## src/rtl/rnd_pkg.sv

```systemverilog
// Package: shared encodings for the extended-precision rounding unit.
// Assumes the 2-bit precision and direction fields listed in the brief.
package rnd_pkg;

    typedef enum logic [1:0] {
        PREC_EXT   = 2'b00,
        PREC_SGL   = 2'b01,
        PREC_DBL   = 2'b10,
        PREC_SPARE = 2'b11
    } prec_e;

    typedef enum logic [1:0] {
        DIR_NEAR  = 2'b00,
        DIR_ZERO  = 2'b01,
        DIR_MINUS = 2'b10,
        DIR_PLUS  = 2'b11
    } dir_e;

    // Number of kept-width variants built in hardware (ext, single, double).
    localparam int NUM_WIDTHS = 3;

    // Map a precision code to its variant index; the spare code maps to extended.
    function automatic int unsigned width_index(input logic [1:0] prec);
        case (prec)
            PREC_SGL: width_index = 1;
            PREC_DBL: width_index = 2;
            default:  width_index = 0;
        endcase
    endfunction

endpackage

```

## src/rtl/rnd_point.sv

```systemverilog
// Module: rnd_point
// Finds the rounding point inside the mantissa for the selected precision.
// It produces the kept-bit mask, the one-hot weight of the kept LSB, the LSB
// value, the first discarded bit and the OR of every lower discarded bit.
// Assumes KEEP widths of at least 2 bits and at most MANT_W.
module rnd_point
    import rnd_pkg::*;
#(
    parameter int MANT_W   = 64,
    parameter int SGL_KEEP = 24,
    parameter int DBL_KEEP = 53
) (
    input  logic [1:0]        prec,
    input  logic [MANT_W-1:0] mant,
    input  logic              guard_b,
    input  logic              round_b,
    input  logic              sticky_b,
    output logic [MANT_W-1:0] keep_mask,
    output logic [MANT_W-1:0] lsb_step,
    output logic              lsb_bit,
    output logic              half_bit,
    output logic              below_bit
);

    logic [NUM_WIDTHS-1:0][MANT_W-1:0] mask_v;
    logic [NUM_WIDTHS-1:0][MANT_W-1:0] step_v;
    logic [NUM_WIDTHS-1:0]             half_v;
    logic [NUM_WIDTHS-1:0]             below_v;
    logic                              tail_any;

    // Purpose: guard, round and sticky always count as discarded bits.
    assign tail_any = guard_b | round_b | sticky_b;

    for (genvar gi = 0; gi < NUM_WIDTHS; gi++) begin : g_width
        localparam int KEEP = (gi == 1) ? SGL_KEEP : (gi == 2) ? DBL_KEEP : MANT_W;
        localparam int DROP = MANT_W - KEEP;

        // Purpose: constant masks for this kept width.
        assign mask_v[gi] = {MANT_W{1'b1}} << DROP;
        assign step_v[gi] = {{(MANT_W-1){1'b0}}, 1'b1} << DROP;

        if (DROP == 0) begin : g_full
            // Purpose: all mantissa bits kept; the tail bits decide.
            assign half_v[gi]  = guard_b;
            assign below_v[gi] = round_b | sticky_b;
        end else if (DROP == 1) begin : g_one
            // Purpose: a single mantissa bit is dropped.
            assign half_v[gi]  = mant[0];
            assign below_v[gi] = tail_any;
        end else begin : g_many
            // Purpose: several mantissa bits are dropped.
            assign half_v[gi]  = mant[DROP-1];
            assign below_v[gi] = (|mant[DROP-2:0]) | tail_any;
        end
    end

    // Purpose: pick the variant named by the precision field.
    always_comb begin
        keep_mask = mask_v[width_index(prec)];
        lsb_step  = step_v[width_index(prec)];
        half_bit  = half_v[width_index(prec)];
        below_bit = below_v[width_index(prec)];
        lsb_bit   = |(mant & lsb_step);
    end

endmodule

```

## src/rtl/rnd_decide.sv

```systemverilog
// Module: rnd_decide
// Decides whether the kept part is incremented by one unit in the last place,
// and whether the value is inexact before any overflow is considered.
// Assumes the half/below split produced by rnd_point.
module rnd_decide
    import rnd_pkg::*;
(
    input  logic [1:0] dir,
    input  logic       sign,
    input  logic       lsb_bit,
    input  logic       half_bit,
    input  logic       below_bit,
    output logic       bump,
    output logic       lost
);

    // Purpose: choose the increment for each direction.
    always_comb begin
        lost = half_bit | below_bit;
        case (dir)
            DIR_NEAR:  bump = half_bit & (below_bit | lsb_bit);
            DIR_ZERO:  bump = 1'b0;
            DIR_MINUS: bump = sign & lost;
            default:   bump = ~sign & lost;
        endcase
    end

endmodule

```

## src/rtl/rnd_apply.sv

```systemverilog
// Module: rnd_apply
// Adds the increment to the kept mantissa, renormalises on carry-out, and
// replaces the result with infinity or the largest finite value on overflow.
// Assumes a normalised input; exponent 0x7FFF on input counts as overflow.
module rnd_apply
    import rnd_pkg::*;
#(
    parameter int MANT_W = 64,
    parameter int EXP_W  = 15
) (
    input  logic [MANT_W-1:0] mant,
    input  logic [EXP_W-1:0]  exp_in,
    input  logic [MANT_W-1:0] keep_mask,
    input  logic [MANT_W-1:0] lsb_step,
    input  logic              bump,
    input  logic              lost,
    input  logic [1:0]        dir,
    input  logic              sign,
    output logic [EXP_W-1:0]  exp_out,
    output logic [MANT_W-1:0] mant_out,
    output logic              inexact,
    output logic              overflow
);

    localparam logic [EXP_W:0]    EXP_TOP  = {1'b0, {EXP_W{1'b1}}};
    localparam logic [EXP_W-1:0]  EXP_FIN  = {{(EXP_W-1){1'b1}}, 1'b0};
    localparam logic [MANT_W-1:0] MANT_ONE = {1'b1, {(MANT_W-1){1'b0}}};

    logic [MANT_W:0]   sum;
    logic              carry;
    logic [MANT_W-1:0] mant_rnd;
    logic [EXP_W:0]    exp_sum;
    logic              to_inf;

    // Purpose: truncated mantissa plus the optional unit in the last place.
    always_comb begin
        sum      = {1'b0, mant & keep_mask} + ({1'b0, lsb_step} & {(MANT_W+1){bump}});
        carry    = sum[MANT_W];
        mant_rnd = carry ? MANT_ONE : sum[MANT_W-1:0];
        exp_sum  = {1'b0, exp_in} + {{EXP_W{1'b0}}, carry};
    end

    // Purpose: overflow detection and the saturated result choice.
    always_comb begin
        overflow = (exp_sum >= EXP_TOP);
        to_inf   = (dir == DIR_NEAR) || (dir == DIR_PLUS && !sign) ||
                   (dir == DIR_MINUS && sign);
        inexact  = lost | overflow;
        if (!overflow) begin
            exp_out  = exp_sum[EXP_W-1:0];
            mant_out = mant_rnd;
        end else if (to_inf) begin
            exp_out  = EXP_TOP[EXP_W-1:0];
            mant_out = '0;
        end else begin
            exp_out  = EXP_FIN;
            mant_out = keep_mask;
        end
    end

endmodule

```

## src/rtl/rnd_ext_round.sv

```systemverilog
// Module: rnd_ext_round (top)
// Rounds an 80-bit internal-format value to extended, double or single width
// under one of four directions, with one clock of latency.
// Assumes normalised operands; denormals and NaNs are handled elsewhere.
module rnd_ext_round
    import rnd_pkg::*;
#(
    parameter int MANT_W   = 64,
    parameter int EXP_W    = 15,
    parameter int SGL_KEEP = 24,
    parameter int DBL_KEEP = 53
) (
    input  logic              clk,
    input  logic              rst_n,
    input  logic              in_sign,
    input  logic [EXP_W-1:0]  in_exp,
    input  logic [MANT_W-1:0] in_mant,
    input  logic              in_guard,
    input  logic              in_round,
    input  logic              in_sticky,
    input  logic [1:0]        rnd_prec,
    input  logic [1:0]        rnd_dir,
    output logic              res_sign,
    output logic [EXP_W-1:0]  res_exp,
    output logic [MANT_W-1:0] res_mant,
    output logic              flag_inexact,
    output logic              flag_overflow
);

    localparam int          SGL_DROP = MANT_W - SGL_KEEP;
    localparam logic [EXP_W-1:0] EXP_ALL = {EXP_W{1'b1}};

    logic [MANT_W-1:0] keep_mask, lsb_step, mant_nx;
    logic              lsb_bit, half_bit, below_bit, bump, lost;
    logic [EXP_W-1:0]  exp_nx;
    logic              inexact_nx, overflow_nx;

    rnd_point #(.MANT_W(MANT_W), .SGL_KEEP(SGL_KEEP), .DBL_KEEP(DBL_KEEP)) u_point (
        .prec(rnd_prec), .mant(in_mant), .guard_b(in_guard), .round_b(in_round),
        .sticky_b(in_sticky), .keep_mask(keep_mask), .lsb_step(lsb_step),
        .lsb_bit(lsb_bit), .half_bit(half_bit), .below_bit(below_bit)
    );

    rnd_decide u_decide (
        .dir(rnd_dir), .sign(in_sign), .lsb_bit(lsb_bit), .half_bit(half_bit),
        .below_bit(below_bit), .bump(bump), .lost(lost)
    );

    rnd_apply #(.MANT_W(MANT_W), .EXP_W(EXP_W)) u_apply (
        .mant(in_mant), .exp_in(in_exp), .keep_mask(keep_mask), .lsb_step(lsb_step),
        .bump(bump), .lost(lost), .dir(rnd_dir), .sign(in_sign),
        .exp_out(exp_nx), .mant_out(mant_nx), .inexact(inexact_nx), .overflow(overflow_nx)
    );

    // Purpose: output register with synchronous active-low reset.
    always_ff @(posedge clk) begin
        if (!rst_n) begin
            res_sign      <= 1'b0;
            res_exp       <= '0;
            res_mant      <= '0;
            flag_inexact  <= 1'b0;
            flag_overflow <= 1'b0;
        end else begin
            res_sign      <= in_sign;
            res_exp       <= exp_nx;
            res_mant      <= mant_nx;
            flag_inexact  <= inexact_nx;
            flag_overflow <= overflow_nx;
        end
    end

    // Purpose: marks cycles whose outputs come from operands sampled out of reset.
    logic r_live;
    always_ff @(posedge clk) begin
        if (!rst_n) r_live <= 1'b0;
        else        r_live <= 1'b1;
    end

    a_r9_sign_follows: assert property (@(posedge clk) disable iff (!rst_n)
        r_live |-> res_sign == $past(in_sign));

    a_r4_zero_keeps_exp: assert property (@(posedge clk) disable iff (!rst_n)
        (r_live && $past(rnd_dir) == DIR_ZERO && $past(in_exp) != EXP_ALL)
        |-> res_exp == $past(in_exp));

    a_r1_single_low_clear: assert property (@(posedge clk) disable iff (!rst_n)
        (r_live && $past(rnd_prec) == PREC_SGL) |-> res_mant[SGL_DROP-1:0] == '0);

    a_r8_overflow_inexact: assert property (@(posedge clk) disable iff (!rst_n)
        flag_overflow |-> flag_inexact);

    a_r7_exact_clean: assert property (@(posedge clk) disable iff (!rst_n)
        (r_live && !$past(in_guard) && !$past(in_round) && !$past(in_sticky) &&
         ($past(rnd_prec) == PREC_EXT || $past(rnd_prec) == PREC_SPARE) &&
         $past(in_exp) != EXP_ALL)
        |-> (!flag_inexact && res_mant == $past(in_mant)));

endmodule

```

## config.mk

```make
export PLATFORM = sky130hd
export DESIGN_NAME = rnd_ext_round
export DESIGN_NICKNAME = d
export VERILOG_FILES = /design/src/rtl/rnd_pkg.sv /design/src/rtl/rnd_point.sv /design/src/rtl/rnd_decide.sv /design/src/rtl/rnd_apply.sv /design/src/rtl/rnd_ext_round.sv
export SDC_FILE = /design/constraint.sdc
export NUM_CORES = 1
export LEC_CHECK = 0
export ABC_CLOCK_PERIOD_IN_PS = 8100
export BUFFER_PORTS_ARGS = -buffer_cell sky130_fd_sc_hd__buf_2
export CAP_MARGIN = 30
export CORE_MARGIN = 5
export CORE_UTILIZATION = 35
export DETAILED_ROUTE_END_ITERATION = 10
export SKIP_LAST_GASP = 1
export SLEW_MARGIN = 20
export SYNTH_ARGS = -nofsm -noshare
export SYNTH_HDL_FRONTEND = slang
export SYNTH_SLANG_ARGS = --single-unit
```

## constraint.sdc

```tcl
create_clock -name clk -period 8.1 [get_ports clk]
set_input_delay 0.405 -clock clk [delete_from_list [all_inputs] [get_ports clk]]
set_output_delay 0.405 -clock clk [all_outputs]
set_load 0.05 [all_outputs]
```

==> results of run 1 <==
power groups by stage:
stage	logic [mW]	clock network, mW	registers [mW]
after floorplan	0.0702	0	0.522
after global placement	0.223	0	0.441
after detailed placement	0.225	0	0.441
after CTS	0.226	0.389	0.432
after global routing	0.242	0.412	0.434
final	0.225	0.376	0.432
registers in the layout, summed over array words and instances (netlist names):
| signal | count |
|---|---|
| flag_inexact | 1 |
| flag_overflow | 1 |
| res_exp | 15 |
| res_mant | 64 |
| res_sign | 1 |
through the flow:
step	hold slack, ps	cells	total power [mW]	instance area (sq um)
after floorplan	522.5	560	0.5921	4542
after global placement	717.0	877	0.6643	5461
after detailed placement	723.8	878	0.6657	5469
after CTS	365.1	893	1.047	5742
after global routing	382.2	893	1.089	5742
final	373.5	893	1.032	5742
area by class of cell:
class                           count  share of cell area (%)
Multi-Input combinational cell    438                   46.72
Sequential cell                    82                   28.59
Timing Repair Buffer              175                   15.47
Clock buffer                       13                   4.533
Tap cell                          172                   3.748
Inverter                           11                  0.7191
Clock inverter                      2                  0.2179
layer usage:
| layer | global-route usage, % | vias up | share of wire (%) |
|---|---|---|---|
| li1 | - | 2255 | - |
| met1 | 22.46 | 2054 | 44 |
| met2 | 28.79 | 150 | 48 |
| met3 | 2.770 | 18 | 5.8 |
| met4 | 7.598 | 0 | 2.0 |
| met5 | 0 | - | 0 |
cell usage in the layout, fill, tap and decap left out, types with 5 or more instances in the layout:
cell type and instances:
inv_1 10, and3_1 7, ha_1 12, buf_4 5, nand2b_1 5, nor2_1 47
a21oi_1 9, xor2_1 43, o21ai_2 6, buf_2 170, nand4_1 18, nor4_1 15
nor3_1 16, and2_1 10, and4_1 5, o21ai_0 50, nand3_1 33, dfxtp_1 82
nor2b_1 14, xnor2_1 29, clkbuf_16 9, nand2_1 70, o21ai_1 7
path summary, 6_finish.rpt:
check                     endpoint  depth (start not counted)
worst min-delay path   res_exp[11]                          2
worst max-delay path  res_mant[62]                         26
worst max-delay path, delay by kind of cell:
family	cells	cell delay, ps
compound gates	9	1940
xor+xnor	1	250
fa+ha+maj	5	1400
buf+inv	4	490
simple gates	7	2460
cell families after synthesis:
group | synth area share [%]
fa+ha+maj | 3.306
xor+xnor | 13.88
simple gates | 29.23
buf+inv | 4.793
compound gates | 12.20
mux | 0.4408
flops | 36.14
==> impl_metrics.tcl, run 1 <==
set metrics [dict create \
    multi_input_area_sq_um 2683 \
    internal_power_mw 0.7132 \
    peakVddDrop_uv 73.25 \
    seq_area_sq_um 1642 \
    die_area_sq_um 15350 \
    fin_ws_ps 1385 \
    synth.area.top_cells "dfxtp_1 36%, xor2_1 8.3%, nand2_1 5.8%" \
    n_antenna_cell 0 \
    worst_pin_slew_ps 793.2 \
    postSynthRegisterBits 82 \
    cp_max_fo 23 \
    grt_pass1_wl_microns 20990 \
    grt_pass1_vias 4325 \
    cp_slowest_cell "nand4_1" \
    die_w_microns 123.9 \
    startpoint "rnd_prec[1]" \
    post_drt_wl_per_cell_microns 14.92 \
    dr.pass1.iters 4 \
    final-setup-viol-count 0 \
    drv_slew 0 \
    cts.sinks 82 \
    switching_share_pct 30.92 \
    grt_overflow 0 \
    synth_edf_count 0 \
    routed_wl_microns 13320 \
    fmax_ghz 0.1489 \
    start_util_pct 35.84 \
    p_leak_nw 2.601 \
    status "finished, final reports clean" \
    min_from "rst_n" \
    combPwrFrac_pct 21.8 \
    syn_nets 661 \
    post-route-period-util_pct 82.90 \
    yosysWarnings 0 \
    yosys.area.top_type "dfxtp_1" \
    cap_viol_max_count 0 \
    ys.flop_type "dfxtp_1" \
    final_util_pct 45.31 \
    fill_cells 1286 \
    slew_headroom_pct 46.96 \
    cp-end-kind "flip-flop" \
    required_ps 8340 \
    ant_nets 0 \
    pwr-share-clk_pct 36.4 \
    fin_setup_tns_ps 0 \
    area_delta_synth_final_pct 26.42 \
    gp_congestion 0.8691 \
    cellPowerDensity_nw_per_um2 179.8 \
    drtIter0Drc 236 \
    num-nets-final 818 \
    yosys.cell_types.count 55 \
    drc 0 \
    antenna_found_initial 0 \
    cts_buffers 9 \
    rows 41 \
    synthArstFlopShare_pct 0 \
    fp.dieH_microns 123.9 \
    rsz0062_at_grt "false" \
    vias 4477 \
    netlist_area_sq_um 4542 \
    ys_seq_area_share_pct 36.14 \
    critPathMaxStageDelay_ps 690 \
    hold_path.class "primary input to flip-flop" \
    netlist_instances 560 \
    worstPathArrival_ps 6950 \
    period_needed_ps 6715 \
    yosysTopAreaCellShare_pct 36.14 \
    post_route_cells_drive_above_1_share_pct 28.16 \
    pin_count 171 \
    core_area_sq_um 12670 \
    io_buffers 170 \
    clockRootBuffer "clkbuf_16" \
    tritoncts "yes" \
    post-synth-top-count-cell "dfxtp_1" \
    grt_max_degree 46 \
    cts_setup_buffers 0 \
    p_switching_mw 0.3192 \
    clk_pin_slew_ps 60 \
    hold_viol 0 \
    clock_path_buffers 2 \
    vias_per_cell 5.013 \
    synth_commonest_cells "82 x dfxtp_1, 70 x nand2_1, 50 x o21ai_0" \
    cp_common_cell "ha_1" \
    syn_area_per_cell_sq_um 8.110 \
    dp_hpwl_microns 10320 \
    hold_buffers 0 \
    pwr-share-seq_pct 41.9 \
    start_kind "primary input" \
    grt_usage_pct 17.42 \
    pre_cts_ws_ps 988.6 \
    cts_resized 0 \
    htree_num_levels 3 \
    crit_type "primary input to flip-flop" \
]
Power figures use the tool's default switching activity.
==> run 2, diff against run 1 <==
Settings changed: ABC_CLOCK_PERIOD_IN_PS 8100 to 5600.
Clock period 8.1 ns to 5.6 ns, I/O delays scaled along.
==> run 2 against run 1 <==
  * Design area up 10%
  * Final cell count up 6.7%
  * Die area unchanged
  * Flip-flop and latch count unchanged
  * Power up 53%
  * Routed wire length up 6.2%
  * Sequential share of layout area down 2.7 points
==> impl_metrics.tcl, run 2 (synthesis results as in run 1) <==
set metrics [dict create \
    status "finished, final reports clean" \
    layout_commonest_cell "buf_2" \
    seq_area_sq_um 1642 \
    cts_setup_buffers 0 \
    area_delta_synth_final_pct 39.42 \
    cts.sinks 82 \
    fill_cells 1270 \
    clk_pin_slew_ps 60 \
    largest_reg_flops 64 \
    final_util_pct 49.98 \
    start_kind "primary input" \
    core_area_sq_um 12670 \
    p_leak_nw 2.918 \
    fmax_ghz 0.1902 \
    die_w_microns 123.9 \
    grt_max_degree 30 \
    worst_pin_slew_ps 671.2 \
    drc 0 \
    clock_path_buffers 2 \
    hold_path.class "primary input to flip-flop" \
    slew_headroom_pct 54.88 \
    gp_congestion 0.8924 \
    grt_overflow 0 \
    drv_slew 0 \
    post_route_cells_drive_above_1_share_pct 35.13 \
    crit_type "primary input to flip-flop" \
    post-route-period-util_pct 93.90 \
    drtIter0Drc 224 \
    required_ps 5860 \
    cellPowerDensity_nw_per_um2 249.9 \
    cp-end-kind "flip-flop" \
    grt_pass1_wl_microns 22270 \
    fp.dieH_microns 123.9 \
    die_area_sq_um 15350 \
    dr.pass1.iters 4 \
    cap_viol_max_count 0 \
    hold_viol 0 \
    largest_registers "res_mant x64, res_exp x15" \
    routed_wl_microns 14140 \
    multi_input_area_sq_um 2778 \
    peakVddDrop_uv 111.4 \
    fin_area_sq_um 6332 \
    htree_num_levels 3 \
    start_util_pct 35.84 \
    dp_hpwl_microns 10860 \
    clockRootBuffer "clkbuf_16" \
    tritoncts "yes" \
    post_drt_wl_per_cell_microns 14.84 \
    grt_usage_pct 18.37 \
    cp_max_fo 18 \
    grt_pass1_vias 4579 \
    rows 41 \
    hold_buffers 0 \
    pin_count 171 \
    vias 4723 \
    final_cell_mix "170 x buf_2, 82 x dfxtp_1, 70 x nand2_1, 60 x buf_4, 50 x o21ai_0" \
    num-nets-final 876 \
    pre_cts_ws_ps -492.0 \
    ant_nets 0 \
    fin_ws_ps 341.6 \
    placed_area_sq_um 5929 \
    final-setup-viol-count 0 \
    regMostFlops "res_mant" \
    io_buffers 170 \
    cts_buffers 9 \
    fin_setup_tns_ps 0 \
    worstPathArrival_ps 5510 \
    antenna_found_initial 1 \
    period_needed_ps 5258 \
    vias_per_cell 4.956 \
]
[run 2: changes by cell type in the layout (fill, tap and decap cells not counted), sizes merged]
| cell | previous run | this run |
|---|---|---|
| clkinvlp | 1 | 0 |
| inv | 10 | 11 |
| buf | 175 | 233 |
| diode | 0 | 1 |
| bufinv | 0 | 1 |
[run 2: area by class of cell]
class / instances / share of cell area [%]
repair buffers: 233 / 21.42
multi-input cells: 438 / 43.86
diodes: 1 / 0.03952
clock buffers: 13 / 3.952
flip-flops and latches: 82 / 25.92
well taps: 172 / 3.399
inverters: 11 / 0.6520
clock inverters: 3 / 0.7508
[run 2: worst max-delay path: stages]
cell and delay [ps]:
buf_2 130, nor4_4 320, nand4_1 150, o32ai_1 300, a21oi_1 90, or3_1 380
a32oi_2 200, nor2b_1 70, ha_1 300, nand3_1 90, nor3_2 270, a31oi_2 150
or4_4 570, inv_1 110, ha_1 190, ha_4 180, buf_4 140, or2_2 120
nand3_1 70, a21oi_1 260, o31ai_4 120, buf_4 150, or4b_1 500, buf_8 180
o21ai_0 180
[run 2: repair_timing]
item | in CTS | in global routing
endpoints found under the hold margin | 0 | 0
endpoints found under the setup margin | 64 | 75
gates cloned | 0 | 0
gates resized for setup | 3 | 15
[run 2: path summary, 6_finish.rpt]
path	startpoint	end	slack, ps	depth (start not counted)
worst max-delay path	in_mant[0]	res_mant[39]	340	25
worst min-delay path	in_sign	res_sign	200	2
[run 2: stage by stage]
step                hold WS (ps)  instances  power (mW)
floorplan                  397.5        560      0.8565
global placement           537.4        935      0.9854
detailed placement         546.0        936      0.9894
CTS                        184.9        952       1.597
global route               218.8        953       1.657
finish                     199.7        953       1.582
[run 2: layer usage]
| metal | vias up | share of wire (%) | global-route usage (%) |
|---|---|---|---|
| met5 | - | 0 | 0 |
| met4 | 0 | 1.7 | 6.297 |
| met3 | 16 | 5.5 | 3.906 |
| met2 | 150 | 48 | 30.65 |
| met1 | 2184 | 45 | 23.53 |
| li1 | 2373 | - | - |
[run 2: power breakdown]
part / internal [mW] / switching [mW]
clock: 0.361 / 0.239
combinational: 0.118 / 0.241
sequential: 0.616 / 0.00793
==> run 3, diff against run 2 <==
Settings changed: CORE_UTILIZATION 35 to 45, PLACE_DENSITY from default to 0.77.
==> run 3 against run 2 <==
  * Sequential share of layout area is 1.1 points higher
  * Die area shrank 21%
  * Routed wire length is 4.1% lower
  * Combinational power fell by 1%
  * Sequential power is essentially flat
  * Maximum frequency rose by 1.1%
  * Critical path type unchanged
  * Critical endpoint is now res_mant[16]
  * Largest cell class unchanged
  * Highest routed layer unchanged
==> impl_metrics.tcl, run 3 (synthesis results as in run 1) <==
set metrics [dict create \
    switching_share_pct 33.71 \
    largest_registers "res_mant x64, res_exp x15" \
    clock_path_buffers 2 \
    post_route_cells_drive_above_1_share_pct 34.29 \
    grt_overflow 0 \
    hold_path.class "primary input to flip-flop" \
    routed_wl_microns 13560 \
    start_util_pct 46.25 \
    fill_cells 917 \
    fmax_ghz 0.1924 \
    io_buffers 170 \
    drtIter0Drc 201 \
    grt_pass1_vias 4705 \
    hold_viol 0 \
    die_w_microns 110.5 \
    grt_pass1_wl_microns 21940 \
    pin_count 171 \
    die_area_sq_um 12200 \
    n_antenna_cell 0 \
    internal_power_mw 0.9004 \
    power_mw 1.358 \
    grt_usage_pct 21.37 \
    cts_buffers 9 \
    p_switching_mw 0.4579 \
    layout_commonest_cell "buf_2" \
    ant_nets 0 \
    p_leak_nw 2.808 \
    tritoncts "yes" \
    hold_buffers 0 \
    core_area_sq_um 9819 \
    worstPathArrival_ps 5450 \
    post_drt_wl_per_cell_microns 15.07 \
    regMostFlops "res_mant" \
    cap_viol_max_count 0 \
    grt_max_degree 30 \
    num-nets-final 864 \
    slew_headroom_pct 55.47 \
    cts.sinks 82 \
    dr.pass1.iters 5 \
    drc 0 \
    final-setup-viol-count 0 \
    vias 4727 \
    fp.dieH_microns 110.5 \
    start_kind "primary input" \
    post-route-period-util_pct 92.83 \
    crit_type "primary input to flip-flop" \
    multi_input_area_sq_um 2770 \
    cp_max_fo 29 \
    vias_per_cell 5.252 \
    drv_slew 0 \
    dp_hpwl_microns 10520 \
    pwr-share-seq_pct 46.0 \
    gp_congestion 0.9517 \
    antenna_found_initial 0 \
    cp-end-kind "flip-flop" \
    worst_pin_slew_ps 662.9 \
    largest_reg_flops 64 \
    peakVddDrop_uv 124.8 \
    final_cell_mix "170 x buf_2, 82 x dfxtp_1, 70 x nand2_1, 50 x o21ai_0" \
    htree_num_levels 3 \
    period_needed_ps 5199 \
    rows 36 \
    holdWs_ps 163.3 \
    cellPowerDensity_nw_per_um2 223.7 \
    clk_pin_slew_ps 90 \
    area_delta_synth_final_pct 33.66 \
    status "finished, final reports clean" \
    seq_area_sq_um 1642 \
    required_ps 5850 \
    pwr-share-clk_pct 28.1 \
    combPwrFrac_pct 26.0 \
    fin_setup_tns_ps 0 \
    clockRootBuffer "clkbuf_8" \
]
run 3: changes by cell type in the layout (fill, tap and decap cells not counted), moves of 2 or more:
cell / delta
clkbuf_1: -2
buf_12: +2
clkbuf_8: +9
clkinv_2: +2
buf_4: -14
a31oi_1: +2
a31oi_2: -2
clkbuf_16: -9
run 3: critical path, cell delays in order:
cell,delay (ps)
buf_2,130
nor4_4,320
nand4_1,140
o32ai_1,300
a21oi_1,90
or3_1,370
a32oi_2,200
nor2b_1,80
ha_1,300
nand3_1,90
nor3_2,240
a31oi_1,150
or4_4,560
inv_1,120
ha_1,190
ha_4,180
xor2_1,190
o2111ai_1,140
or4_4,540
o31ai_4,210
buf_4,170
nand4b_2,130
buf_12,200
o21ai_0,110
run 3: through the flow:
stage / std cells / cell area (sq um) / setup WS (ps) / util, %
2_1_floorplan: 560 / 4542 / 66.06 / -
3_3_place_gp: 884 / 5808 / -86.02 / 59.15
3_5_place_dp: 884 / 5808 / -304.3 / 59.15
4_1_cts: 899 / 5976 / 45.98 / 60.86
5_1_grt: 900 / 6071 / -0.09193 / 61.82
6_report: 900 / 6071 / 401.3 / 61.82
run 3: cell type report:
type	count	share of cell area [%]
multi-input cells	438	45.63
flip-flops and latches	82	27.04
repair buffers	221	21.15
well taps	133	2.741
inverters	11	0.6801
clock inverters	4	0.4328
clock buffers	11	2.329
run 3: what timing repair did:
| item | CTS | global route |
|---|---|---|
| setup buffers | 0 | 0 |
| hold endpoints to repair | 0 | 0 |
| setup endpoints to repair | 0 | 75 |
| resized for setup | 0 | 16 |
run 3: path summary, 6_finish.rpt:
path	from	to	slack [ps]	cells past startpoint
max	in_guard	res_mant[16]	400	24
min	in_sign	res_sign	160	2
run 3: metal layers:
metal,part of all wire [%],GRT usage [%]
met1,42,25.89
met2,49,35.68
met3,6.9,4.705
met5,0,0
met4,2.6,10.51
run 3: power groups by stage:
stage / Combinational [mW] / Clock [mW] / Sequential [mW]
detailed placement: 0.346 / 0 / 0.638
global route: 0.379 / 0.418 / 0.627
global placement: 0.342 / 0 / 0.637
CTS: 0.348 / 0.390 / 0.625
floorplan: 0.101 / 0 / 0.755
finish: 0.353 / 0.381 / 0.624
